[config.mk]
export PLATFORM = sky130hd
export DESIGN_NAME = irq_ident_ctrl
export DESIGN_NICKNAME = d
export VERILOG_FILES = /design/src/rtl/irq_ident_pkg.sv /design/src/rtl/irq_lvl_select.sv /design/src/rtl/irq_clr_decode.sv /design/src/rtl/irq_sticky_bank.sv /design/src/rtl/irq_out_stage.sv /design/src/rtl/irq_ident_ctrl.sv
export SDC_FILE = /design/constraint.sdc
export NUM_CORES = 1
export LEC_CHECK = 0
export ABC_AREA = 1
export CELL_PAD_IN_SITES_DETAIL_PLACEMENT = 1
export CELL_PAD_IN_SITES_GLOBAL_PLACEMENT = 2
export CORE_UTILIZATION = 29
export DETAILED_ROUTE_END_ITERATION = 8
export DONT_BUFFER_PORTS = 1
export MAX_ROUTING_LAYER = met4
export PLACE_DENSITY_LB_ADDON = 0.1
export SYNTH_ARGS = -nofsm -noshare
export SYNTH_HDL_FRONTEND = slang
export SYNTH_SLANG_ARGS = --single-unit
[constraint.sdc]
create_clock -name clk -period 1.6 [get_ports clk]
set_input_delay 0.4 -clock clk [delete_from_list [all_inputs] [get_ports clk]]
set_output_delay 0.4 -clock clk [all_outputs]
set_load 0.1 [all_outputs]
[src/rtl/irq_ident_pkg.sv]
// Package: irq_ident_pkg
// Shared constants for the interrupt gatherer: how many causes there are,
// where each one sits in the identification byte, and how the sticky causes
// are numbered inside the sticky bank.
// Assumes: the byte layout is fixed; the sticky causes occupy the upper six bits.
package irq_ident_pkg;
    localparam int unsigned NUM_SRC     = 8;
    localparam int unsigned NUM_LEVEL   = 2;
    localparam int unsigned NUM_STICKY  = NUM_SRC - NUM_LEVEL;
    localparam int unsigned STICKY_BASE = NUM_LEVEL;

    // Bit positions in the identification byte
    localparam int unsigned BIT_RX_DATA  = 0;
    localparam int unsigned BIT_TX_SPACE = 1;
    localparam int unsigned BIT_RX_LAST  = 2;
    localparam int unsigned BIT_OVERRUN  = 3;
    localparam int unsigned BIT_STAT_TRG = 4;
    localparam int unsigned BIT_TX_DONE  = 5;
    localparam int unsigned BIT_STAT_ERR = 6;
    localparam int unsigned BIT_RX_EOF   = 7;

    // Index of each sticky cause inside the sticky bank
    localparam int unsigned STK_RX_LAST  = BIT_RX_LAST  - STICKY_BASE;
    localparam int unsigned STK_OVERRUN  = BIT_OVERRUN  - STICKY_BASE;
    localparam int unsigned STK_STAT_TRG = BIT_STAT_TRG - STICKY_BASE;
    localparam int unsigned STK_TX_DONE  = BIT_TX_DONE  - STICKY_BASE;
    localparam int unsigned STK_STAT_ERR = BIT_STAT_ERR - STICKY_BASE;
    localparam int unsigned STK_RX_EOF   = BIT_RX_EOF   - STICKY_BASE;

    // Strobes bundled for the clear decoder
    typedef struct packed {
        logic rhr;
        logic resume;
        logic stat;
        logic iir;
    } rd_strobe_t;
endpackage

[src/rtl/irq_lvl_select.sv]
// Module: irq_lvl_select
// Picks, for each level-type cause, either the non-FIFO condition or the
// FIFO-mode condition, depending on the mode input. The result is purely
// combinational; nothing is stored.
// Assumes: both condition vectors are already synchronous to clk.
module irq_lvl_select #(
    parameter int unsigned N = 2
) (
    input  logic         fifo_mode,
    input  logic [N-1:0] plain_cond,
    input  logic [N-1:0] fifo_cond,
    output logic [N-1:0] sel_cond
);
    for (genvar g = 0; g < N; g++) begin : g_sel
        // Per-cause mode multiplexer
        always_comb begin
            sel_cond[g] = fifo_mode ? fifo_cond[g] : plain_cond[g];
        end
    end
endmodule

[src/rtl/irq_clr_decode.sv]
// Module: irq_clr_decode
// Turns the register-access strobes into one clear request per sticky
// cause. The status-error flag is cleared only by the read that drains the
// status FIFO, that is, a read made while exactly one entry remains.
// Assumes: stat_level is the count before the current read.
module irq_clr_decode
    import irq_ident_pkg::*;
#(
    parameter int unsigned LVL_W = 4
) (
    input  rd_strobe_t             rd,
    input  logic [LVL_W-1:0]       stat_level,
    output logic [NUM_STICKY-1:0]  clr
);
    logic stat_drain;

    // Detect the read that empties the status FIFO
    always_comb begin
        stat_drain = rd.stat && (stat_level == LVL_W'(1));
    end

    // Map each access to the flags it clears
    always_comb begin
        clr               = '0;
        clr[STK_RX_LAST]  = rd.rhr;
        clr[STK_OVERRUN]  = rd.resume;
        clr[STK_STAT_TRG] = rd.stat;
        clr[STK_TX_DONE]  = rd.resume | rd.iir;
        clr[STK_STAT_ERR] = stat_drain;
        clr[STK_RX_EOF]   = rd.iir;
    end
endmodule

[src/rtl/irq_sticky_bank.sv]
// Module: irq_sticky_bank
// A row of set-dominant sticky flags. A set pulse always wins over a clear
// request in the same cycle.
// Assumes: set and clr are single-cycle, synchronous to clk.
module irq_sticky_bank #(
    parameter int unsigned N = 6
) (
    input  logic         clk,
    input  logic         rst_n,
    input  logic [N-1:0] set,
    input  logic [N-1:0] clr,
    output logic [N-1:0] flag_q
);
    for (genvar g = 0; g < N; g++) begin : g_flag
        // Hold, set or clear one flag; set has priority
        always_ff @(posedge clk) begin
            if (!rst_n) begin
                flag_q[g] <= 1'b0;
            end else if (set[g]) begin
                flag_q[g] <= 1'b1;
            end else if (clr[g]) begin
                flag_q[g] <= 1'b0;
            end
        end
    end
endmodule

[src/rtl/irq_out_stage.sv]
// Module: irq_out_stage
// Masks the pending causes with their enables to form the identification
// byte, and registers the OR of that byte as the interrupt request.
// Assumes: no ranking among causes; any enabled pending cause raises irq.
module irq_out_stage #(
    parameter int unsigned N = 8
) (
    input  logic         clk,
    input  logic         rst_n,
    input  logic [N-1:0] pend,
    input  logic [N-1:0] enable,
    output logic [N-1:0] ident,
    output logic         irq
);
    // Mask pending causes with their enables
    always_comb begin
        ident = pend & enable;
    end

    // Register the OR of all enabled pending causes
    always_ff @(posedge clk) begin
        if (!rst_n) begin
            irq <= 1'b0;
        end else begin
            irq <= |ident;
        end
    end
endmodule

[src/rtl/irq_ident_ctrl.sv]
// Module: irq_ident_ctrl (top)
// Gathers eight infrared-link interrupt causes into a bit-mapped
// identification byte and one registered interrupt line. Bits 0 and 1 are
// live levels picked by the FIFO mode. Bits 2 to 7 are sticky flags, each
// cleared by the side effect of its own register access.
// Assumes: strobes and event pulses last one cycle; stat_level counts the
// status FIFO entries before the current read.
module irq_ident_ctrl
    import irq_ident_pkg::*;
#(
    parameter int unsigned STAT_DEPTH = 8,
    localparam int unsigned LVL_W     = $clog2(STAT_DEPTH + 1)
) (
    input  logic               clk,
    input  logic               rst_n,
    input  logic               en_wr,
    input  logic [7:0]         en_wdata,
    input  logic               fifo_en,
    input  logic               rx_ready,
    input  logic               rx_above_trig,
    input  logic               tx_hold_empty,
    input  logic               tx_below_trig,
    input  logic               ev_rx_last,
    input  logic               ev_rx_overrun,
    input  logic               ev_stat_trig,
    input  logic               ev_tx_done,
    input  logic               ev_stat_err,
    input  logic               ev_rx_eof,
    input  logic               rd_rhr,
    input  logic               rd_resume,
    input  logic               rd_stat,
    input  logic               rd_iir,
    input  logic [LVL_W-1:0]   stat_level,
    output logic [7:0]         ident,
    output logic               irq
);
    logic [NUM_SRC-1:0]    en_q;
    logic [NUM_LEVEL-1:0]  lvl_cond;
    logic [NUM_STICKY-1:0] sticky_set;
    logic [NUM_STICKY-1:0] sticky_clr;
    logic [NUM_STICKY-1:0] sticky_q;
    logic [NUM_SRC-1:0]    pend;
    rd_strobe_t            rd_bus;

    // Enable register, loaded by its write strobe
    always_ff @(posedge clk) begin
        if (!rst_n) begin
            en_q <= '0;
        end else if (en_wr) begin
            en_q <= en_wdata;
        end
    end

    // Gather event pulses and access strobes into vectors
    always_comb begin
        sticky_set               = '0;
        sticky_set[STK_RX_LAST]  = ev_rx_last;
        sticky_set[STK_OVERRUN]  = ev_rx_overrun;
        sticky_set[STK_STAT_TRG] = ev_stat_trig;
        sticky_set[STK_TX_DONE]  = ev_tx_done;
        sticky_set[STK_STAT_ERR] = ev_stat_err;
        sticky_set[STK_RX_EOF]   = ev_rx_eof;
        rd_bus.rhr               = rd_rhr;
        rd_bus.resume            = rd_resume;
        rd_bus.stat              = rd_stat;
        rd_bus.iir               = rd_iir;
    end

    irq_lvl_select #(.N(NUM_LEVEL)) u_lvl (
        .fifo_mode  (fifo_en),
        .plain_cond ({tx_hold_empty, rx_ready}),
        .fifo_cond  ({tx_below_trig, rx_above_trig}),
        .sel_cond   (lvl_cond)
    );

    irq_clr_decode #(.LVL_W(LVL_W)) u_clr (
        .rd         (rd_bus),
        .stat_level (stat_level),
        .clr        (sticky_clr)
    );

    irq_sticky_bank #(.N(NUM_STICKY)) u_bank (
        .clk    (clk),
        .rst_n  (rst_n),
        .set    (sticky_set),
        .clr    (sticky_clr),
        .flag_q (sticky_q)
    );

    // Assemble all pending causes into identification-byte order
    always_comb begin
        pend = {sticky_q, lvl_cond};
    end

    irq_out_stage #(.N(NUM_SRC)) u_out (
        .clk    (clk),
        .rst_n  (rst_n),
        .pend   (pend),
        .enable (en_q),
        .ident  (ident),
        .irq    (irq)
    );
endmodule

==> results.md, run 1 <==
* Vias in the first global route at 535
* Area of the mapped netlist at 633 um2
* Commonest cells in the synthesized netlist: nor2_1, inv_1, dfxtp_1, nand2_1, o21ai_0
* Post-CTS Repair Setup Buffers at 0
* Number of flops mapped to enable cells by yosys at 0
* Syn-to-layout area delta at 24.3%
* Clk sinks at 15
* Static Leak at 0.461 nW
* FF-to-FF path depth at 6
* Total core area at 0.00200 mm2
* Min Tclk post-route at 1.47 ns
* Critical path type: reg2out
* CP Max Fanout at 2
* Drt wl/cell at 10.7 um
* Worst setup EP type: output pin
* Post-synth top area cell: dfxtp_1
* CP Cell Sequence: nand2_1 > inv_1 > buf_4
* Synthesis Warnings at 0
* Die height at 48.7 um
* Share of layout cells above drive strength 1 at 16.7%
* DRT Pass-1 Iters at 4
* Run status: completed
* # rows at 16
* Number of antenna violations at the first check in global routing at 0
* Cells after synthesis at 95
* GRT overflow at 0
* Sequential area share after synthesis at 47.4%
* TritonCTS buffer count at 3
* Max-Cap Viols at 0
* IO Pins at 39
* Post-synth top flop: dfxtp_1
* Flops & latches, synth at 15
* RSZ-0062 raised after global routing: false
* Clk root buf: clkbuf_4
* Req. time, crit path at 1.20 ns
* WP buf/inv at 2
* Highest Clock Rate at 681 MHz
* Setup tns final at 0 ns
* Slew margin rel. at 81.3%
* Worst hold slack at 0.237 ns
* Pwr/cell area at 1000 mW/mm2
* Drt drc at 0
* HPWL Detailed at 1.18 mm
* Count leader, synth: nor2_1
* Largest net degree at the start of global routing at 10
* Slowest stage delay, CP at 0.36 ns
* Critical Path AT at 1.07 ns
* Full die area at 0.00237 mm2
* Average instance area after synthesis at 6.66 um2
* Ant diodes at 0
* Iter 0 DRT Violations at 4
* Hold Path Origin: ev_stat_trig
* Worst reg2reg startpoint: u_bank.flag_q[1]
* First-pass GRT wire length at 2.36 mm
* Final setup viols at 0
* Hold Fails Final Rpt at 0
* Synth area leaders: dfxtp_1, nor2_1, inv_1
* Clock-pin slew on the worst setup and hold paths at 0.08 ns
* Delay-heaviest family, CP: flip-flops
* RR Endpoint: u_out.irq
* Vias at 575
* Hold Path Depth at 2
* Synth top area share at 47.4%
* # resized after CTS at 0
* Final period utilization at 91.7%
* Hold Buf Count CTS at 0
* Unique masters post-synth at 10
* Initial Util at 31.6%
* Area post-placement at 759 um2
* IO buf count at 0
* Slew @ Worst Pin at 0.282 ns
* Final Cell Area at 787 um2
* H-tree depth at 1
* Clock Latency Late Sink at 0.28 ns
* Hold Path Sink: u_bank.flag_q[2]
* Longest Clk Path Bufs at 2
* CP Launch Type: flop
* Async set-reset flop share out of synthesis at 0%
* Die width at 48.7 um
* Routability cong. at 0.675
* Syn nets at 125
* Hold WC Path Type: in2reg
* Clock skew at 0.000787 ns
* Flop2flop setup slack at 0.66 ns
* Post-route antenna net violation count at 0
* Drt total wl at 1.44 mm
* Via density per instance at 4.26
* GRT Total Usage at 13.6%
* Slowest library cell on the worst path: dfxtp_1
* Fin. max-slew vios at 0
* Worst IR Drop VDD at 417 uV
* NumNets Final at 139
* CTS tree: done
* Total Power at 791 uW
==> placed cells by master (no fill, tap or decap) <==
| cell type | count |
|---|---|
| o21ai_0 | 8 |
| buf_12 | 2 |
| clkinv_2 | 1 |
| a31oi_1 | 1 |
| nand2_1 | 15 |
| nand3_1 | 1 |
| clkbuf_4 | 3 |
| a21oi_1 | 5 |
| dfxtp_1 | 15 |
| buf_4 | 7 |
| nor2_1 | 27 |
| inv_1 | 18 |
| inv_2 | 3 |
| nand3_2 | 2 |
==> cells by family after synthesis <==
kind of cell / after synthesis / synth area share (%)
AO/OA/AOI/OAI: 14 / 11.3
buffers and inverters: 21 / 12.4
flip-flops: 15 / 47.4
AND/OR/NAND/NOR: 45 / 28.9
==> metrics by stage <==
| step | utilization, % | std cells | worst slack (ns) |
|---|---|---|---|
| floorplan | - | 95 | 0.0540 |
| global placement | 37.9 | 131 | 0.357 |
| detailed placement | 37.9 | 131 | 0.358 |
| CTS | 39.3 | 135 | 0.118 |
| global route | 39.3 | 135 | 0.0766 |
| finish | 39.3 | 135 | 0.132 |
==> routing by layer <==
| metal | vias to the layer above | part of all wire, % | GRT usage, % | wire (um) |
|---|---|---|---|---|
| met5 | - | 0 | - | 0 |
| met4 | 0 | 0.63 | 2.94 | 9 |
| met3 | 2 | 6.9 | 6.60 | 100 |
| met2 | 21 | 43 | 19.9 | 621 |
| met1 | 242 | 49 | 16.9 | 707 |
| li1 | 310 | - | - | - |
==> state kept, by name, indices dropped and copies added, names as in the netlist <==
name,flops
u_bank.flag_q,6
en_q,8
u_out.irq,1
==> worst max path at each step <==
stage | from | endpoint | slack, ns | depth (start not counted)
after floorplan | fifo_en | ident[1] | 0.05 | 4
after global placement | rx_above_trig | ident[0] | 0.36 | 5
after detailed placement | fifo_en | ident[1] | 0.36 | 5
after CTS | u_bank.flag_q[1] | ident[3] | 0.12 | 3
after global routing | u_bank.flag_q[5] | ident[7] | 0.08 | 3
final | u_bank.flag_q[1] | ident[3] | 0.13 | 3
==> layout make-up <==
cell class	count	area (um2)
Tap cell	27	33.8
Fill cell	261	1210
Sequential cell	15	300
Multi-Input combinational cell	59	254
Timing Repair Buffer	9	92.6
Clock inverter	1	5.00
Clock buffer	3	22.5
Inverter	21	78.8
==> where the power goes <==
group	internal, mW	switching (mW)	total [mW]
logic	0.0467	0.124	0.171
registers	0.400	0.0140	0.414
clock network	0.0927	0.114	0.206
Power figures use the tool's default switching activity.
==> run 2, diff against run 1 <==
--- a/config.mk
+++ b/config.mk
@@ -6,11 +6,11 @@
 export NUM_CORES = 1
 export LEC_CHECK = 0
 export ABC_AREA = 1
+export BUFFER_PORTS_ARGS = -buffer_cell sky130_fd_sc_hd__buf_2
 export CELL_PAD_IN_SITES_DETAIL_PLACEMENT = 1
 export CELL_PAD_IN_SITES_GLOBAL_PLACEMENT = 2
-export CORE_UTILIZATION = 29
+export CORE_UTILIZATION = 21
 export DETAILED_ROUTE_END_ITERATION = 8
-export DONT_BUFFER_PORTS = 1
 export MAX_ROUTING_LAYER = met4
 export PLACE_DENSITY_LB_ADDON = 0.1
 export SYNTH_ARGS = -nofsm -noshare
==> run 2 against run 1 <==
The flow now finishes with violations (DRC). First-iteration DRC count increased to 3.8 times the previous value. Combinational power increased by 22%. Routed wire length increased by 19%. Critical path depth unchanged. Sequential power about the same. Hold slack improved by 0.078 ns. Setup slack got worse by 0.011 ns. Design area increased by 19%.
==> results.md, run 2 (synthesis gave the netlist of run 1 again) <==
* Run status: finished with violations
* Failing checks: DRC
* First-pass GRT wire length at 2.88 mm
* Setup tns final at 0 ns
* Number of antenna violations at the first check in global routing at 0
* Clock network fraction of design power at 25.8%
* Largest regs: en_q x8, u_bank.flag_q x6, u_out.irq x1
* Routability cong. at 0.685
* Post-route antenna net violation count at 0
* Gate power share at 24.9%
* Pwr/cell area at 898 mW/mm2
* CP Max Fanout at 2
* Vias at 699
* GRT Total Usage at 12.2%
* Slowest stage delay, CP at 0.35 ns
* Min Tclk post-route at 1.48 ns
* Hold WC Path Type: in2reg
* Post-CTS Repair Setup Buffers at 0
* Worst IR Drop VDD at 201 uV
* Slowest library cell on the worst path: dfxtp_1
* FF-to-FF path depth at 6
* H-tree depth at 1
* # rows at 19
* Worst setup EP type: output pin
* Max-Cap Viols at 0
* Core Util, Final at 33.3%
* Drt total wl at 1.71 mm
* Critical Path AT at 1.08 ns
* Drt wl/cell at 10.2 um
* IO buf count at 38
* Worst reg2reg startpoint: u_bank.flag_q[5]
* TritonCTS buffer count at 3
* Ant diodes at 0
* Full die area at 0.00324 mm2
* # resized after CTS at 3
* CP Launch Type: flop
* NumNets Final at 168
* Clock skew at 0.00947 ns
* IO Pins at 39
* Slew @ Worst Pin at 0.483 ns
* Iter 0 DRT Violations at 15
* Final period utilization at 92.4%
* GRT overflow at 0
* Clk root buf: clkbuf_4
* Critical path type: reg2out
* Most frequent cells in the layout: buf_2, nor2_1, inv_1
* CP Cell Sequence: nand2_1 > inv_1 > clkbuf_4
* Highest Clock Rate at 676 MHz
* Clock Latency Late Sink at 0.28 ns
* Slew margin rel. at 68.0%
* Leading cell type in the layout, fill and taps excluded: buf_2
* Clk sinks at 15
* CTS tree: done
* Switching Share at 33.1%
* Largest net degree at the start of global routing at 10
* RSZ-0062 raised after global routing: false
* Clock-pin slew on the worst setup and hold paths at 0.10 ns
* Req. time, crit path at 1.20 ns
* Via density per instance at 4.16
* Die width at 56.9 um
* Hold Path Origin: ev_stat_err
* Hold Path Depth at 3
* Fin. max-slew vios at 0
* Flop2flop setup slack at 0.67 ns
* Hold Path Sink: u_bank.flag_q[4]
* Initial Util at 22.6%
* HPWL Detailed at 1.40 mm
* Syn-to-layout area delta at 47.6%
* Share of layout cells above drive strength 1 at 34.3%
* Vias in the first global route at 666
* Max FFs per register at 8
* Pint at 561 uW
* Hold Fails Final Rpt at 0
* Total core area at 0.00281 mm2
* Sequential share of power at 49.4%
* Static Leak at 0.573 nW
* DRT Pass-1 Iters at 6
* Die height at 56.9 um
* Longest Clk Path Bufs at 2
* Drt drc at 6
* Top reg by flops: en_q
* Sw power at 278 uW
* Hold Buf Count CTS at 0
* RR Endpoint: u_out.irq
* Final setup viols at 0
-- run 2: per-layer routing --
metal	GRT usage (%)	routed length (um)	vias up
li1	-	-	368
met3	3.23	104	2
met4	6.27	13	0
met5	-	0	-
met2	17.3	729	22
met1	15.6	863	307
-- run 2: power groups by stage --
stage	Sequential, mW	Clock, mW	Combinational, mW
global route	0.419	0.261	0.227
floorplan	0.439	0	0.114
CTS	0.415	0.234	0.211
global placement	0.423	0	0.205
detailed placement	0.424	0	0.208
finish	0.414	0.216	0.209
-- run 2: metrics by stage --
stage                     hold WS [ns]  instances  total power, mW  worst slack (ns)  area, um2
after global routing             0.301        168            0.907            0.0163        935
after detailed placement         0.491        164            0.632             0.228        892
final                            0.315        168            0.839             0.121        935
after global placement           0.481        164            0.628             0.257        892
after CTS                        0.306        168            0.860           0.00337        927
after floorplan                  0.455         95            0.553            0.0540        633
-- run 2: how the worst max path moves through the flow --
stage	from	end	cells after the start
finish	en_q[4]	ident[4]	3
global route	en_q[4]	ident[4]	3
CTS	u_bank.flag_q[3]	ident[5]	3
detailed placement	fifo_en	ident[1]	6
global placement	fifo_en	ident[1]	6
floorplan	fifo_en	ident[1]	4
-- run 2: critical path: cells and delay by family, from the launching register on --
| kind | cells | cell delay [ns] |
|---|---|---|
| flops | 1 | 0.35 |
| simple gates | 1 | 0.08 |
| buf+inv | 2 | 0.36 |
-- run 2: final cells by class --
| type | count | area (um2) |
|---|---|---|
| Clock inverter | 1 | 5.00 |
| Timing Repair Buffer | 38 | 235 |
| Fill cell | 380 | 1870 |
| Tap cell | 31 | 38.8 |
| Sequential cell | 15 | 300 |
| Multi-Input combinational cell | 59 | 254 |
| Clock buffer | 3 | 22.5 |
| Inverter | 21 | 78.8 |
==> run 3, diff against run 2 <==
--- a/config.mk
+++ b/config.mk
@@ -5,11 +5,10 @@
 export SDC_FILE = /design/constraint.sdc
 export NUM_CORES = 1
 export LEC_CHECK = 0
-export ABC_AREA = 1
 export BUFFER_PORTS_ARGS = -buffer_cell sky130_fd_sc_hd__buf_2
 export CELL_PAD_IN_SITES_DETAIL_PLACEMENT = 1
 export CELL_PAD_IN_SITES_GLOBAL_PLACEMENT = 2
-export CORE_UTILIZATION = 21
+export CORE_UTILIZATION = 24
 export DETAILED_ROUTE_END_ITERATION = 8
 export MAX_ROUTING_LAYER = met4
 export PLACE_DENSITY_LB_ADDON = 0.1
==> run 3 against run 2 <==
The run now ends clean. Critical path depth down 1. Critical path type unchanged. Design area up 8.0%. First-iteration DRC count shrank 73%. Total power down 2.1%. Critical endpoint is now ident[2]. Combinational power fell by 4%. Largest power group unchanged. Via count shrank 17%. Global-route usage up 0.72 points. Maximum frequency barely moved. Clock skew is 0.0090 ns lower. Hold slack improved by 0.010 ns.
==> results.md, run 3 <==
* Run status: completed
* Synthesis Warnings at 0
* CP Max Fanout at 3
* Area of the mapped netlist at 639 um2
* Slew margin rel. at 67.4%
* DRT Pass-1 Iters at 2
* Delay-heaviest family, CP: flip-flops
* Final period utilization at 92.4%
* CTS tree: done
* Clk root buf: clkbuf_4
* Max-Cap Viols at 0
* Hold Path Sink: u_bank.flag_q[2]
* Leading cell type in the layout, fill and taps excluded: buf_2
* Longest Clk Path Bufs at 2
* Largest net degree at the start of global routing at 16
* Drt wl/cell at 11.7 um
* Worst setup EP type: output pin
* Synth top area share at 47.0%
* Async set-reset flop share out of synthesis at 0%
* Hold Buf Count CTS at 0
* Cells after synthesis at 61
* Post-route antenna net violation count at 0
* Critical Path AT at 1.08 ns
* Die height at 53.6 um
* Worst reg2reg startpoint: en_q[6]
* Syn nets at 91
* First-pass GRT wire length at 2.33 mm
* IO Pins at 39
* Req. time, crit path at 1.20 ns
* FF-to-FF path depth at 3
* RR Endpoint: u_out.irq
* Post-CTS Repair Setup Buffers at 0
* Sequential area share after synthesis at 47.0%
* Commonest cells in the synthesized netlist: dfxtp_1, nor2b_1, mux2i_1
* Clk sinks at 15
* CP Cell Sequence: and2_1 > clkbuf_4
* # rows at 18
* GRT Total Usage at 12.9%
* IO buf count at 38
* Hold Path Origin: ev_stat_trig
* Fin. max-slew vios at 0
* Critical path type: reg2out
* Die width at 53.6 um
* Min Tclk post-route at 1.48 ns
* Post-synth top flop: dfxtp_1
* Drt total wl at 1.53 mm
* Flops & latches, synth at 15
* Clock Latency Late Sink at 0.28 ns
* Routability cong. at 0.640
* Number of flops mapped to enable cells by yosys at 0
* Slew @ Worst Pin at 0.492 ns
* TritonCTS buffer count at 3
* Unique masters post-synth at 16
* Vias at 583
* Fill cells at 293
* GRT overflow at 0
* Synth area leaders: dfxtp_1, mux2i_1, nor2b_1
* Iter 0 DRT Violations at 4
* Via density per instance at 4.45
* Share of layout cells above drive strength 1 at 46.5%
* Hold Fails Final Rpt at 0
* RSZ-0062 raised after global routing: false
* Average instance area after synthesis at 10.5 um2
* Initial Util at 25.6%
* Full die area at 0.00287 mm2
* H-tree depth at 1
* Slowest stage delay, CP at 0.36 ns
* Top reg by flops: en_q
* Drt drc at 0
* Highest Clock Rate at 676 MHz
* Most frequent cells in the layout: buf_2, dfxtp_1, nor2b_1
* NumNets Final at 132
* Worst IR Drop VDD at 399 uV
* Ant diodes at 0
* Hold Path Depth at 2
* Post-synth top area cell: dfxtp_1
* Flop2flop setup slack at 0.18 ns
* Slowest library cell on the worst path: dfxtp_1
* Final WS setup at 0.121 ns
* Total core area at 0.00250 mm2
* WP buf/inv at 1
* Syn-to-layout area delta at 57.9%
* Setup tns final at 0 ns
* Final setup viols at 0
* Number of antenna violations at the first check in global routing at 0
* Largest regs: en_q x8, u_bank.flag_q x6, u_out.irq x1
* Vias in the first global route at 541
* Hold WC Path Type: in2reg
* Static Leak at 0.467 nW
* Max FFs per register at 8
* Clock-pin slew on the worst setup and hold paths at 0.08 ns
* Clock skew at 0.000440 ns
* HPWL Detailed at 1.25 mm
* Pre-CTS WS at 0.138 ns
* CP Launch Type: flop
* Pwr/cell area at 814 mW/mm2
==> run 3: cell type report <==
class	count	area [um2]	area share, %
timing repair buffer	38	298	29.5
clock buffer	4	26.3	2.60
tap	30	37.5	3.72
multi-input combinational	44	348	34.4
sequential	15	300	29.7
==> run 3: cells by family (layout without fill, tap and decap cells) <==
group	after synthesis	after routing	synth area share, %
compound gates	10	10	12.1
buf+inv	2	42	1.37
flops	15	15	47.0
mux	10	10	15.7
simple gates	24	24	23.9
==> run 3: metal layers <==
metal	wire [um]	track usage, %
met5	0	-
met4	18	5.26
met3	130	6.21
met2	778	22.3
met1	606	12.1
==> run 3: what timing repair did <==
action                                  CTS  global route
endpoints found under the hold margin     0             0
resized for setup                         0             1
endpoints found under the setup margin    0             1
==> run 3: worst max path at each step <==
stage                     start         to  slack (ns)  cells after the start
2_1_floorplan           en_q[6]  u_out.irq        0.03                      3
3_3_place_gp            fifo_en   ident[1]        0.18                      4
3_5_place_dp            fifo_en   ident[1]        0.14                      4
4_1_cts        u_bank.flag_q[0]   ident[2]        0.01                      2
5_1_grt                 en_q[2]   ident[2]        0.05                      2
6_report                en_q[2]   ident[2]        0.12                      2
==> run 3: stage by stage <==
stage               cell area (um2)  hold slack (ns)  util, %  std cells  power [mW]
finish                         1010            0.325     40.4        131       0.822
global route                   1010            0.307     40.4        131       0.878
CTS                            1010            0.312     40.3        131       0.843
detailed placement              981            0.502     39.2        127       0.622
global placement                981            0.490     39.2        127       0.618
floorplan                       657            0.474        -         61       0.542
==> run 3: where the power goes <==
part           switching [mW]  leakage (nW)  internal, mW  total, mW
clock                   0.116        0.0150        0.0967      0.212
sequential             0.0123         0.125         0.398      0.410
combinational           0.113         0.327        0.0870      0.200
total                   0.241         0.467         0.581      0.822
==> run 3: worst register-to-register path: stages (launching register included) <==
cell     delay (ns)
dfxtp_1        0.31
and2_2         0.21
or4_1          0.55
o31a_1         0.25
